$ cat src/rtl/fp_csr_pkg.sv
package fp_csr_pkg;

    localparam int CSR_W  = 32;
    localparam int RM_W   = 3;
    localparam int FLAG_W = 5;
    localparam int RM_LSB = FLAG_W;
    localparam int RM_MSB = FLAG_W + RM_W - 1;
    localparam int USED_W = FLAG_W + RM_W;

    typedef logic [RM_W-1:0] rm_t;

    localparam rm_t RM_NEAR_EVEN = 3'b000;
    localparam rm_t RM_ZERO      = 3'b001;
    localparam rm_t RM_DOWN      = 3'b010;
    localparam rm_t RM_UP        = 3'b011;
    localparam rm_t RM_NEAR_MAX  = 3'b100;
    localparam rm_t RM_USE_DYN   = 3'b111;

    // Flag field, invalid in the top bit down to inexact in bit 0.
    typedef struct packed {
        logic invalid;
        logic div_zero;
        logic overflow;
        logic underflow;
        logic inexact;
    } fflags_t;

    typedef enum logic [1:0] {
        WIN_NONE  = 2'd0,
        WIN_FULL  = 2'd1,
        WIN_MODE  = 2'd2,
        WIN_FLAGS = 2'd3
    } win_e;

    typedef struct packed {
        logic    full;
        logic    mode;
        logic    flags;
    } wr_strobe_t;

    function automatic logic rm_defined(input rm_t code);
        return code <= RM_NEAR_MAX;
    endfunction

endpackage

$ cat src/rtl/fp_csr_window_decode.sv
module fp_csr_window_decode
    import fp_csr_pkg::*;
#(
    parameter int DATA_W = CSR_W
) (
    input  logic              clk,
    input  logic              rst,
    input  logic              sel_full,
    input  logic              sel_mode,
    input  logic              sel_flags,
    input  logic              wr_en,
    input  rm_t               rm_q,
    input  fflags_t           flags_q,
    output wr_strobe_t        wr_stb,
    output logic [DATA_W-1:0] rd_data
);

    win_e win;

    // Fixed priority: whole register, then mode, then flags.
    always_comb begin
        if (sel_full)       win = WIN_FULL;
        else if (sel_mode)  win = WIN_MODE;
        else if (sel_flags) win = WIN_FLAGS;
        else                win = WIN_NONE;
    end

    always_comb begin
        wr_stb.full  = wr_en && (win == WIN_FULL);
        wr_stb.mode  = wr_en && (win == WIN_MODE);
        wr_stb.flags = wr_en && (win == WIN_FLAGS);
    end

    always_comb begin
        rd_data = '0;
        unique case (win)
            WIN_FULL:  rd_data[USED_W-1:0] = {rm_q, flags_q};
            WIN_MODE:  rd_data[RM_W-1:0]   = rm_q;
            WIN_FLAGS: rd_data[FLAG_W-1:0] = flags_q;
            default:   rd_data = '0;
        endcase
    end

    // at most one window is written per cycle
    p_one_window_r10: assert property (@(posedge clk) disable iff (rst)
        $onehot0({wr_stb.full, wr_stb.mode, wr_stb.flags}));

    // no select means a zero read
    p_idle_read_r10: assert property (@(posedge clk) disable iff (rst)
        !(sel_full || sel_mode || sel_flags) |-> (rd_data == '0));

endmodule

$ cat src/rtl/fp_csr_fields.sv
module fp_csr_fields
    import fp_csr_pkg::*;
(
    input  logic       clk,
    input  logic       rst,
    input  wr_strobe_t wr_stb,
    input  logic [USED_W-1:0] wr_data,
    input  logic       flag_valid,
    input  fflags_t    flag_in,
    output rm_t        rm_q,
    output fflags_t    flags_q
);

    rm_t     rm_d;
    fflags_t flags_base;
    fflags_t flags_d;

    always_comb begin
        rm_d = rm_q;
        if (wr_stb.full)      rm_d = wr_data[RM_MSB:RM_LSB];
        else if (wr_stb.mode) rm_d = wr_data[RM_W-1:0];
    end

    // Software write first, datapath flags merged on top.
    always_comb begin
        flags_base = flags_q;
        if (wr_stb.full || wr_stb.flags) flags_base = wr_data[FLAG_W-1:0];
        flags_d = flag_valid ? (flags_base | flag_in) : flags_base;
    end

    always_ff @(posedge clk) begin
        if (rst) begin
            rm_q    <= RM_NEAR_EVEN;
            flags_q <= '0;
        end else begin
            rm_q    <= rm_d;
            flags_q <= flags_d;
        end
    end

    // without a software flag write no set flag ever clears
    p_sticky_r6: assert property (@(posedge clk) disable iff (rst)
        !(wr_stb.full || wr_stb.flags) |=> ((flags_q & $past(flags_q)) == $past(flags_q)));

    // reported flags are present after the edge even with a write
    p_merge_r7: assert property (@(posedge clk) disable iff (rst)
        flag_valid |=> ((flags_q & $past(flag_in)) == $past(flag_in)));

    // mode is untouched unless a mode-bearing window is written
    p_mode_hold_r5: assert property (@(posedge clk) disable iff (rst)
        !(wr_stb.full || wr_stb.mode) |=> $stable(rm_q));

    // a mode-only write without flag report leaves flags alone
    p_flags_hold_r4: assert property (@(posedge clk) disable iff (rst)
        (wr_stb.mode && !flag_valid) |=> $stable(flags_q));

endmodule

$ cat src/rtl/fp_csr_rm_resolve.sv
module fp_csr_rm_resolve
    import fp_csr_pkg::*;
(
    input  logic clk,
    input  logic rst,
    input  rm_t  inst_rm,
    input  rm_t  dyn_rm,
    output rm_t  eff_rm,
    output logic reserved_rm
);

    logic use_dyn;

    always_comb begin
        use_dyn     = (inst_rm == RM_USE_DYN);
        eff_rm      = use_dyn ? dyn_rm : inst_rm;
        reserved_rm = !rm_defined(eff_rm);
    end

    // a static defined mode passes straight through
    p_static_pass_r8: assert property (@(posedge clk) disable iff (rst)
        (inst_rm != RM_USE_DYN && !reserved_rm) |-> (eff_rm == inst_rm));

    // a defined dynamic mode under 111 is never flagged
    p_dyn_ok_r9: assert property (@(posedge clk) disable iff (rst)
        (inst_rm == RM_USE_DYN && dyn_rm <= RM_NEAR_MAX) |-> !reserved_rm);

endmodule

$ cat src/rtl/fp_csr_unit.sv
module fp_csr_unit
    import fp_csr_pkg::*;
(
    input  logic              clk,
    input  logic              rst,
    input  logic              sel_full,
    input  logic              sel_mode,
    input  logic              sel_flags,
    input  logic              wr_en,
    input  logic [CSR_W-1:0]  wr_data,
    output logic [CSR_W-1:0]  rd_data,
    input  logic              flag_valid,
    input  logic [FLAG_W-1:0] flag_in,
    input  logic [RM_W-1:0]   inst_rm,
    output logic [RM_W-1:0]   eff_rm,
    output logic              reserved_rm
);

    wr_strobe_t wr_stb;
    rm_t        rm_q;
    fflags_t    flags_q;

    fp_csr_window_decode #(.DATA_W(CSR_W)) u_decode (
        .clk       (clk),
        .rst       (rst),
        .sel_full  (sel_full),
        .sel_mode  (sel_mode),
        .sel_flags (sel_flags),
        .wr_en     (wr_en),
        .rm_q      (rm_q),
        .flags_q   (flags_q),
        .wr_stb    (wr_stb),
        .rd_data   (rd_data)
    );

    fp_csr_fields u_fields (
        .clk        (clk),
        .rst        (rst),
        .wr_stb     (wr_stb),
        .wr_data    (wr_data[USED_W-1:0]),
        .flag_valid (flag_valid),
        .flag_in    (flag_in),
        .rm_q       (rm_q),
        .flags_q    (flags_q)
    );

    fp_csr_rm_resolve u_resolve (
        .clk         (clk),
        .rst         (rst),
        .inst_rm     (inst_rm),
        .dyn_rm      (rm_q),
        .eff_rm      (eff_rm),
        .reserved_rm (reserved_rm)
    );

    // the unused upper bits read as zero in every cycle
    p_upper_zero_r2: assert property (@(posedge clk) disable iff (rst)
        rd_data[CSR_W-1:USED_W] == '0);

    // upper operand bits never reach the read data
    p_upper_ignored_r3: assert property (@(posedge clk) disable iff (rst)
        (wr_en && (|wr_data[CSR_W-1:USED_W])) |=> (rd_data[CSR_W-1:USED_W] == '0));

endmodule

$ cat config.mk
export PLATFORM = sky130hd
export DESIGN_NAME = fp_csr_unit
export DESIGN_NICKNAME = d
export VERILOG_FILES = /design/src/rtl/fp_csr_pkg.sv /design/src/rtl/fp_csr_window_decode.sv /design/src/rtl/fp_csr_fields.sv /design/src/rtl/fp_csr_rm_resolve.sv /design/src/rtl/fp_csr_unit.sv
export SDC_FILE = /design/constraint.sdc
export NUM_CORES = 1
export LEC_CHECK = 0
export ABC_AREA = 0
export CAP_MARGIN = 20
export CORE_AREA = 2 2 55 57
export DETAILED_ROUTE_END_ITERATION = 10
export DIE_AREA = 0 0 57 59
export GPL_ROUTABILITY_DRIVEN = 0
export PLACE_DENSITY = 0.76
export SKIP_CTS_REPAIR_TIMING = 1
export SLEW_MARGIN = 15
export SYNTH_ARGS = -nofsm -noshare
export SYNTH_HDL_FRONTEND = slang
export SYNTH_SLANG_ARGS = --single-unit
$ cat constraint.sdc
create_clock -name clk -period 1.07 [get_ports clk]
set_input_delay 0.1605 -clock clk [delete_from_list [all_inputs] [get_ports clk]]
set_output_delay 0.1605 -clock clk [all_outputs]
set_load 0.03 [all_outputs]
==> metrics.md, run 1 <==
| Metric | Value |
|---|---|
| Status | `complete, but fails checks` |
| Failing checks | `setup timing` |
| Max_cap viols | `0` |
| Type of origin of the critical path | `flip-flop` |
| Horiz. Die Dim | `~57 um` |
| GRT Overall Usage | `0.101` |
| Final wirelength | `1.75 mm` |
| CP Capture Type | `output pin` |
| Initial Utilization | `0.250` |
| Clock slew at reported path FFs | `0.05 ns` |
| Setup violations, final | `10` |
| Pin count of the biggest net entering global routing | `7` |
| Crit-path max cell delay | `0.32 ns` |
| Syn Area/Cell | `8.68 um^2` |
| Initial antenna violation count | `0` |
| DRT Pass-1 Iters | `4` |
| Synth top area share | `0.277` |
| Setup Skew | `0 ns` |
| Worst EP required | `0.91 ns` |
| Hold crit path type | `input pin to flip-flop` |
| CP Max Fanout | `2` |
| RSZ-0062 raised after global routing | `yes` |
| Top-Level Pins | `83` |
| Area grow syn2layout | `62.7%` |
| Initial DRC count | `18` |
| DR WL/cell | `11.4 um` |
| Clock Path Buffers | `2` |
| Fin nets | `171` |
| Post-detail-place hpwl | `1.48 mm` |
| Via count | `roughly 640` |
| Root Buffer | `clkbuf_4` |
| CP max stage cell | `dfxtp_2` |
| Final ANT Viol Nets | `0` |
| Final period util | `1.19` |
| Area contributors post-synth | `buf_4, dfxtp_1, a221o_1` |
| Grt total ovfl | `0` |
| Clk sink count | `8` |
| Seq cells post-synth | `8` |
| DR DRC count | `0` |
| Dominant cell type by area after synthesis | `buf_4` |
| H-tree levels | `1` |
| Crit Path Category | `flip-flop to output pin` |
| Core Region | `2710 um^2` |
| Post-Syn Area | `a little under 700 um^2` |
| Fin area | `1100 um^2` |
| Max-slew violation count | `0` |
| # fillers | `around 280` |
| Fmax | `788 MHz` |
| Max IR drop VDD | `0.493 mV` |
| P_leak | `0.570 nW` |
| Layout cells sized above 1 | `0.352` |
| Final Hold Fails | `0` |
| Die span in y | `roughly 59 um` |
| Post-synthesis instance total | `between 70 and 80` |
| Rows | `19` |
| Clock latency on the worst-skew pair | `approximately 0.25 ns` |
| Yosys warnings | `0` |
| Cell mode on critical path | `o21a_2` |
| Vias/cell | `4.21` |
| CTS Buf Count | `3` |
| Post-route setup slack | `-0.199 ns` |
| Post-layout min period | `1.27 ns` |
| Port buffer count | `34` |
| Arr. time, crit path | `about 1.1 ns` |
| Post-synthesis sequential area ratio | `0.237` |
| Hold_ws | `~0.4 ns` |
| Antenna cells | `0` |
| Netlist cell types | `20` |
| Die area | `3360 um^2` |
| Post-DP Area | `992 um^2` |
| First-pass GRT wire length | `roughly 2.6 mm` |
| Vias in the first global route | `607` |
| PD cells | `roughly 990 nW/um^2` |
| Cell Chain, Critical Path | `o21a_2 -> o21a_2 -> buf_6` |
| CTS tree | `yes` |
-- power by group --
part	switching [mW]	leakage, nW	internal (mW)	total [mW]
registers	0.0173	0.0675	0.329	0.346
clock network	0.101	0.0138	0.128	0.229
logic	0.294	0.489	0.226	0.520
total	0.412	0.570	0.683	1.10
-- state kept, by name, indices dropped and copies added, names as in the netlist --
signal / count
u_fields.flags_q: 5
u_fields.rm_q: 3
-- Yosys cell counts --
master     n
nor2b_1    1
a22o_1     3
a221o_1    5
o21a_2     1
a211oi_1   3
o21a_1     5
and2_0     5
nor2b_2    1
and2_1     5
a211oi_4   1
inv_1      1
dfxtp_1    8
nand2b_4   1
inv_2      1
nand2_1    4
conb_1     1
nor2_1     3
mux2i_1    3
a21oi_1    1
buf_4     25
-- placed cells by master (no fill, tap or decap), drive strengths merged, types with 3 or more instances in the layout --
cell type / count
a211oi: 4
a221o: 5
a22o: 3
and2: 10
buf: 21
clkbuf: 4
clkdlybuf4s50: 14
conb: 24
dfxtp: 8
dlymetal6s2s: 7
mux2i: 3
nand2: 4
nor2: 3
o21a: 6
-- path summary, 6_finish.rpt --
path	startpoint	to	slack (ns)	cells after the start
min reg2reg	u_fields.flags_q[3]$_SDFF_PP0_	u_fields.flags_q[3]$_SDFF_PP0_	0.48	1
min	rst	u_fields.rm_q[2]$_SDFFE_PP0P_	0.39	3
max	u_fields.rm_q[1]$_SDFFE_PP0P_	reserved_rm	-0.20	3
max reg2reg	u_fields.rm_q[0]$_SDFFE_PP0P_	u_fields.rm_q[0]$_SDFFE_PP0P_	0.26	3
-- worst max-delay path: cells and delay by family, from the launching register on --
family                 cells  cell delay [ns]
AO/OA/AOI/OAI              2             0.40
flip-flops                 1             0.32
buffers and inverters      1             0.13
-- metal layers --
| layer | track usage | routed length (um) |
|---|---|---|
| met2 | 0.177 | 913 |
| met1 | 0.104 | 654 |
| met5 | 0 | 0 |
| met3 | 0.0437 | 171 |
| met4 | 0.0498 | 10 |
-- layout make-up --
class / instances / area [um^2] / share of cell area
clock buffer: 3 / 22.5 / 0.0205
multi-input combinational: 66 / 433 / 0.393
sequential: 8 / 164 / 0.149
tap: 31 / 38.8 / 0.0352
inverter: 2 / 7.51 / 0.00682
timing repair buffer: 43 / 435 / 0.395
-- per-stage QoR --
stage / util / total power [mW] / setup slack (ns) / TNS [ns] / instances
after global placement: 0.366 / 0.820 / -0.775 / -7.79 / 148
after detailed placement: 0.366 / 0.832 / -0.812 / -8.40 / 148
after CTS: 0.374 / 1.07 / -0.816 / -6.25 / 151
after global routing: 0.406 / 1.16 / -0.237 / -1.29 / 153
after floorplan: - / 0.706 / 0.0341 / 0 / 101
final: 0.406 / 1.10 / -0.199 / -0.916 / 153
-- kinds of logic (layout without fill, tap and decap cells) --
group,after synthesis,in the layout,synth area share
buffers and inverters,27,48,0.288
and+or+nand+nor,20,20,0.174
AOI/OAI and AO/OA,19,19,0.251
DFF,8,8,0.237
muxes,3,3,0.0444
other,1,24,0.00554
Note: power is estimated with default switching activity, not from simulation.
==> inputs of run 2 (changes only) <==
Settings changed: CORE_AREA 2 2 55 57 to 2 2 53 55, DIE_AREA 0 0 57 59 to 0 0 55 57, PLACE_DENSITY 0.76 to 0.82.
Clock period 1.07 ns to 1.63 ns, I/O delays scaled along.
==> metrics.md, run 2 (synthesis results as in run 1) <==
| Metric | Value |
|---|---|
| Clock group share of total power | `0.220 (+0.011)` |
| Crit path from | `inst_rm[0]` |
| Post-DP Area | `1000 um^2 (+1.0%)` |
| Pwr Total | `0.687 mW (-37%)` |
| Max FFs per register | `5 (unchanged)` |
| # fillers | `267 (-5.0%)` |
| Final period util | `0.990` |
| Status | `finished clean` |
| DR DRC count | `0 (unchanged)` |
| Max_cap viols | `0 (unchanged)` |
| Worst EP required | `1.39 ns (+0.48 ns)` |
| Top reg by flops | `u_fields.flags_q` |
| Type of origin of the critical path | `input pin` |
| Net Sw Frac | `0.379 (+0.00276)` |
| RSZ-0062 raised after global routing | `yes` |
| R2r startpoint | `u_fields.rm_q[0]$_SDFFE_PP0P_` |
| Net Sw Power | `0.261 mW (-37%)` |
| Final Hold Fails | `0 (unchanged)` |
| R2R Setup Slk | `0.84 ns (+0.58 ns)` |
| Setup Skew | `0 ns (unchanged)` |
| Part of the power in combinational logic | `0.452 (-0.023)` |
| Layout Cells excl Fill | `153 (unchanged)` |
| Arr. time, crit path | `1.37 ns (+0.26 ns)` |
| Final ANT Viol Nets | `0 (unchanged)` |
| Final core utilization | `0.391 (-0.0154)` |
| Hold crit path type | `flip-flop to flip-flop` |
| Placed Cells incl. Taps | `150 (+1.4%)` |
| Post-layout min period | `1.61 ns` |
| Crit Path Category | `input pin to output pin` |
| Min-delay src | `u_fields.flags_q[3]$_SDFF_PP0_` |
| Cell depth of the worst hold path | `1 (-2)` |
| Clk sink count | `8 (unchanged)` |
| Initial Utilization | `0.259 (+0.00908)` |
| R2R depth | `3 (unchanged)` |
| Final wirelength | `1.55 mm (-12%)` |
| Worst path bufs/invs | `2 (+1)` |
| Max IR drop VDD | `0.299 mV (-39%)` |
| Die span in y | `57 um (-3.4%)` |
| Via count | `622 (-3.4%)` |
| CP Capture Type | `output pin` |
| Crit-path max cell delay | `0.51 ns (+0.19 ns)` |
| H-tree levels | `1 (unchanged)` |
| Clock latency on the worst-skew pair | `0.26 ns (about the same)` |
| Clock Path Buffers | `2 (unchanged)` |
| Delay-heaviest family, CP | `buffers and inverters` |
| Hold path endpoint | `u_fields.flags_q[3]$_SDFF_PP0_` |
| R2r endpoint | `u_fields.rm_q[0]$_SDFFE_PP0P_` |
| Fin area | `1020 um^2 (-7.2%)` |
| Core Region | `2620 um^2 (-3.5%)` |
| DR WL/cell | `10.1 um (-12%)` |
| Setup violations, final | `0 (-10)` |
| Layout cells sized above 1 | `0.246 (-0.107)` |
| Antenna cells | `0 (unchanged)` |
| Vias in the first global route | `581 (-4.3%)` |
| First-pass GRT wire length | `2.32 mm (-9.2%)` |
| Commonest non-fill, non-tap cell in the layout | `conb_1` |
| P_leak | `0.507 nW (-11%)` |
| CTS Buf Count | `3 (unchanged)` |
| Initial antenna violation count | `0 (unchanged)` |
| Flop pwr share | `0.328 (+0.012)` |
| Port buffer count | `34 (unchanged)` |
| Post-route setup slack | `0.0167 ns (+0.216 ns)` |
| Cell mode on critical path | `o21a_1` |
| Horiz. Die Dim | `55 um (-3.5%)` |
| Initial DRC count | `10 (-8)` |
| Internal | `0.427 mW (-38%)` |
| Clock slew at reported path FFs | `0.05 ns (about the same)` |
| CP Max Fanout | `3 (+1)` |
| Grt total ovfl | `0 (unchanged)` |
| CTS tree | `yes` |
| CP max stage cell | `clkdlybuf4s50_1` |
| Post-detail-place hpwl | `1.36 mm (-7.8%)` |
| Root Buffer | `clkbuf_4` |
| Fin nets | `171 (unchanged)` |
| PD cells | `672 nW/um^2 (-32%)` |
| Top Registers | `u_fields.flags_q (5), u_fields.rm_q (3)` |
| Max-slew violation count | `0 (unchanged)` |
| Most frequent cells in the layout | `conb_1, clkdlybuf4s50_1, buf_4, dfxtp_1` |
| Fmax | `slightly above 600 MHz` |
| Top-Level Pins | `83 (unchanged)` |
| DRT Pass-1 Iters | `4 (unchanged)` |
| Pin count of the biggest net entering global routing | `7 (unchanged)` |
| Area grow syn2layout | `51.0%` |
| Vias/cell | `4.07 (-3.4%)` |
| Die area | `3140 um^2 (-6.8%)` |
| Rows | `19 (unchanged)` |
| Cell Chain, Critical Path | `clkdlybuf4s50_1 -> nand2_1 -> o21a_1 -> o21a_1 -> buf_2` |
| GRT Overall Usage | `0.101 (about the same)` |
| DP Worst Slack | `-0.408 ns (+0.404 ns)` |
-- run 2: worst max path at each step --
stage	slack (ns)	cells past startpoint	end
after floorplan	0.39	2	reserved_rm
after global placement	-0.34	5	reserved_rm
after detailed placement	-0.41	5	reserved_rm
after CTS	-0.42	5	reserved_rm
after global routing	-0.01	5	reserved_rm
final	0.02	5	reserved_rm
-- run 2: per-layer routing --
| layer | global-route usage | up-vias | share of wire |
|---|---|---|---|
| met5 | 0 | - | 0 |
| met4 | 0.0523 | 0 | 0.014 |
| met3 | 0.0262 | 2 | 0.12 |
| met2 | 0.185 | 42 | 0.51 |
| met1 | 0.0995 | 267 | 0.36 |
| li1 | - | 311 | - |
-- run 2: power groups by stage --
stage / clock (mW) / combinational, mW / sequential (mW)
after floorplan: 0 / 0.235 / 0.227
after global placement: 0 / 0.312 / 0.229
after detailed placement: 0 / 0.318 / 0.229
after CTS: 0.153 / 0.318 / 0.226
after global routing: 0.159 / 0.334 / 0.227
final: 0.151 / 0.311 / 0.225
-- run 2: area by class of cell --
class / instances / area (um^2) / share of cell area
flip-flops and latches: 8 / 160 / 0.157
clock buffers: 3 / 22.5 / 0.0220
well taps: 31 / 38.8 / 0.0379
multi-input cells: 66 / 413 / 0.404
repair buffers: 43 / 380 / 0.372
inverters: 2 / 7.51 / 0.00734
-- run 2: metrics by stage --
step           hold slack (ns)  setup TNS [ns]
2_1_floorplan            0.317               0
3_3_place_gp             0.465           -1.08
3_5_place_dp             0.470           -1.29
4_1_cts                  0.481           -1.30
5_1_grt                  0.500         -0.0242
6_report                 0.479               0
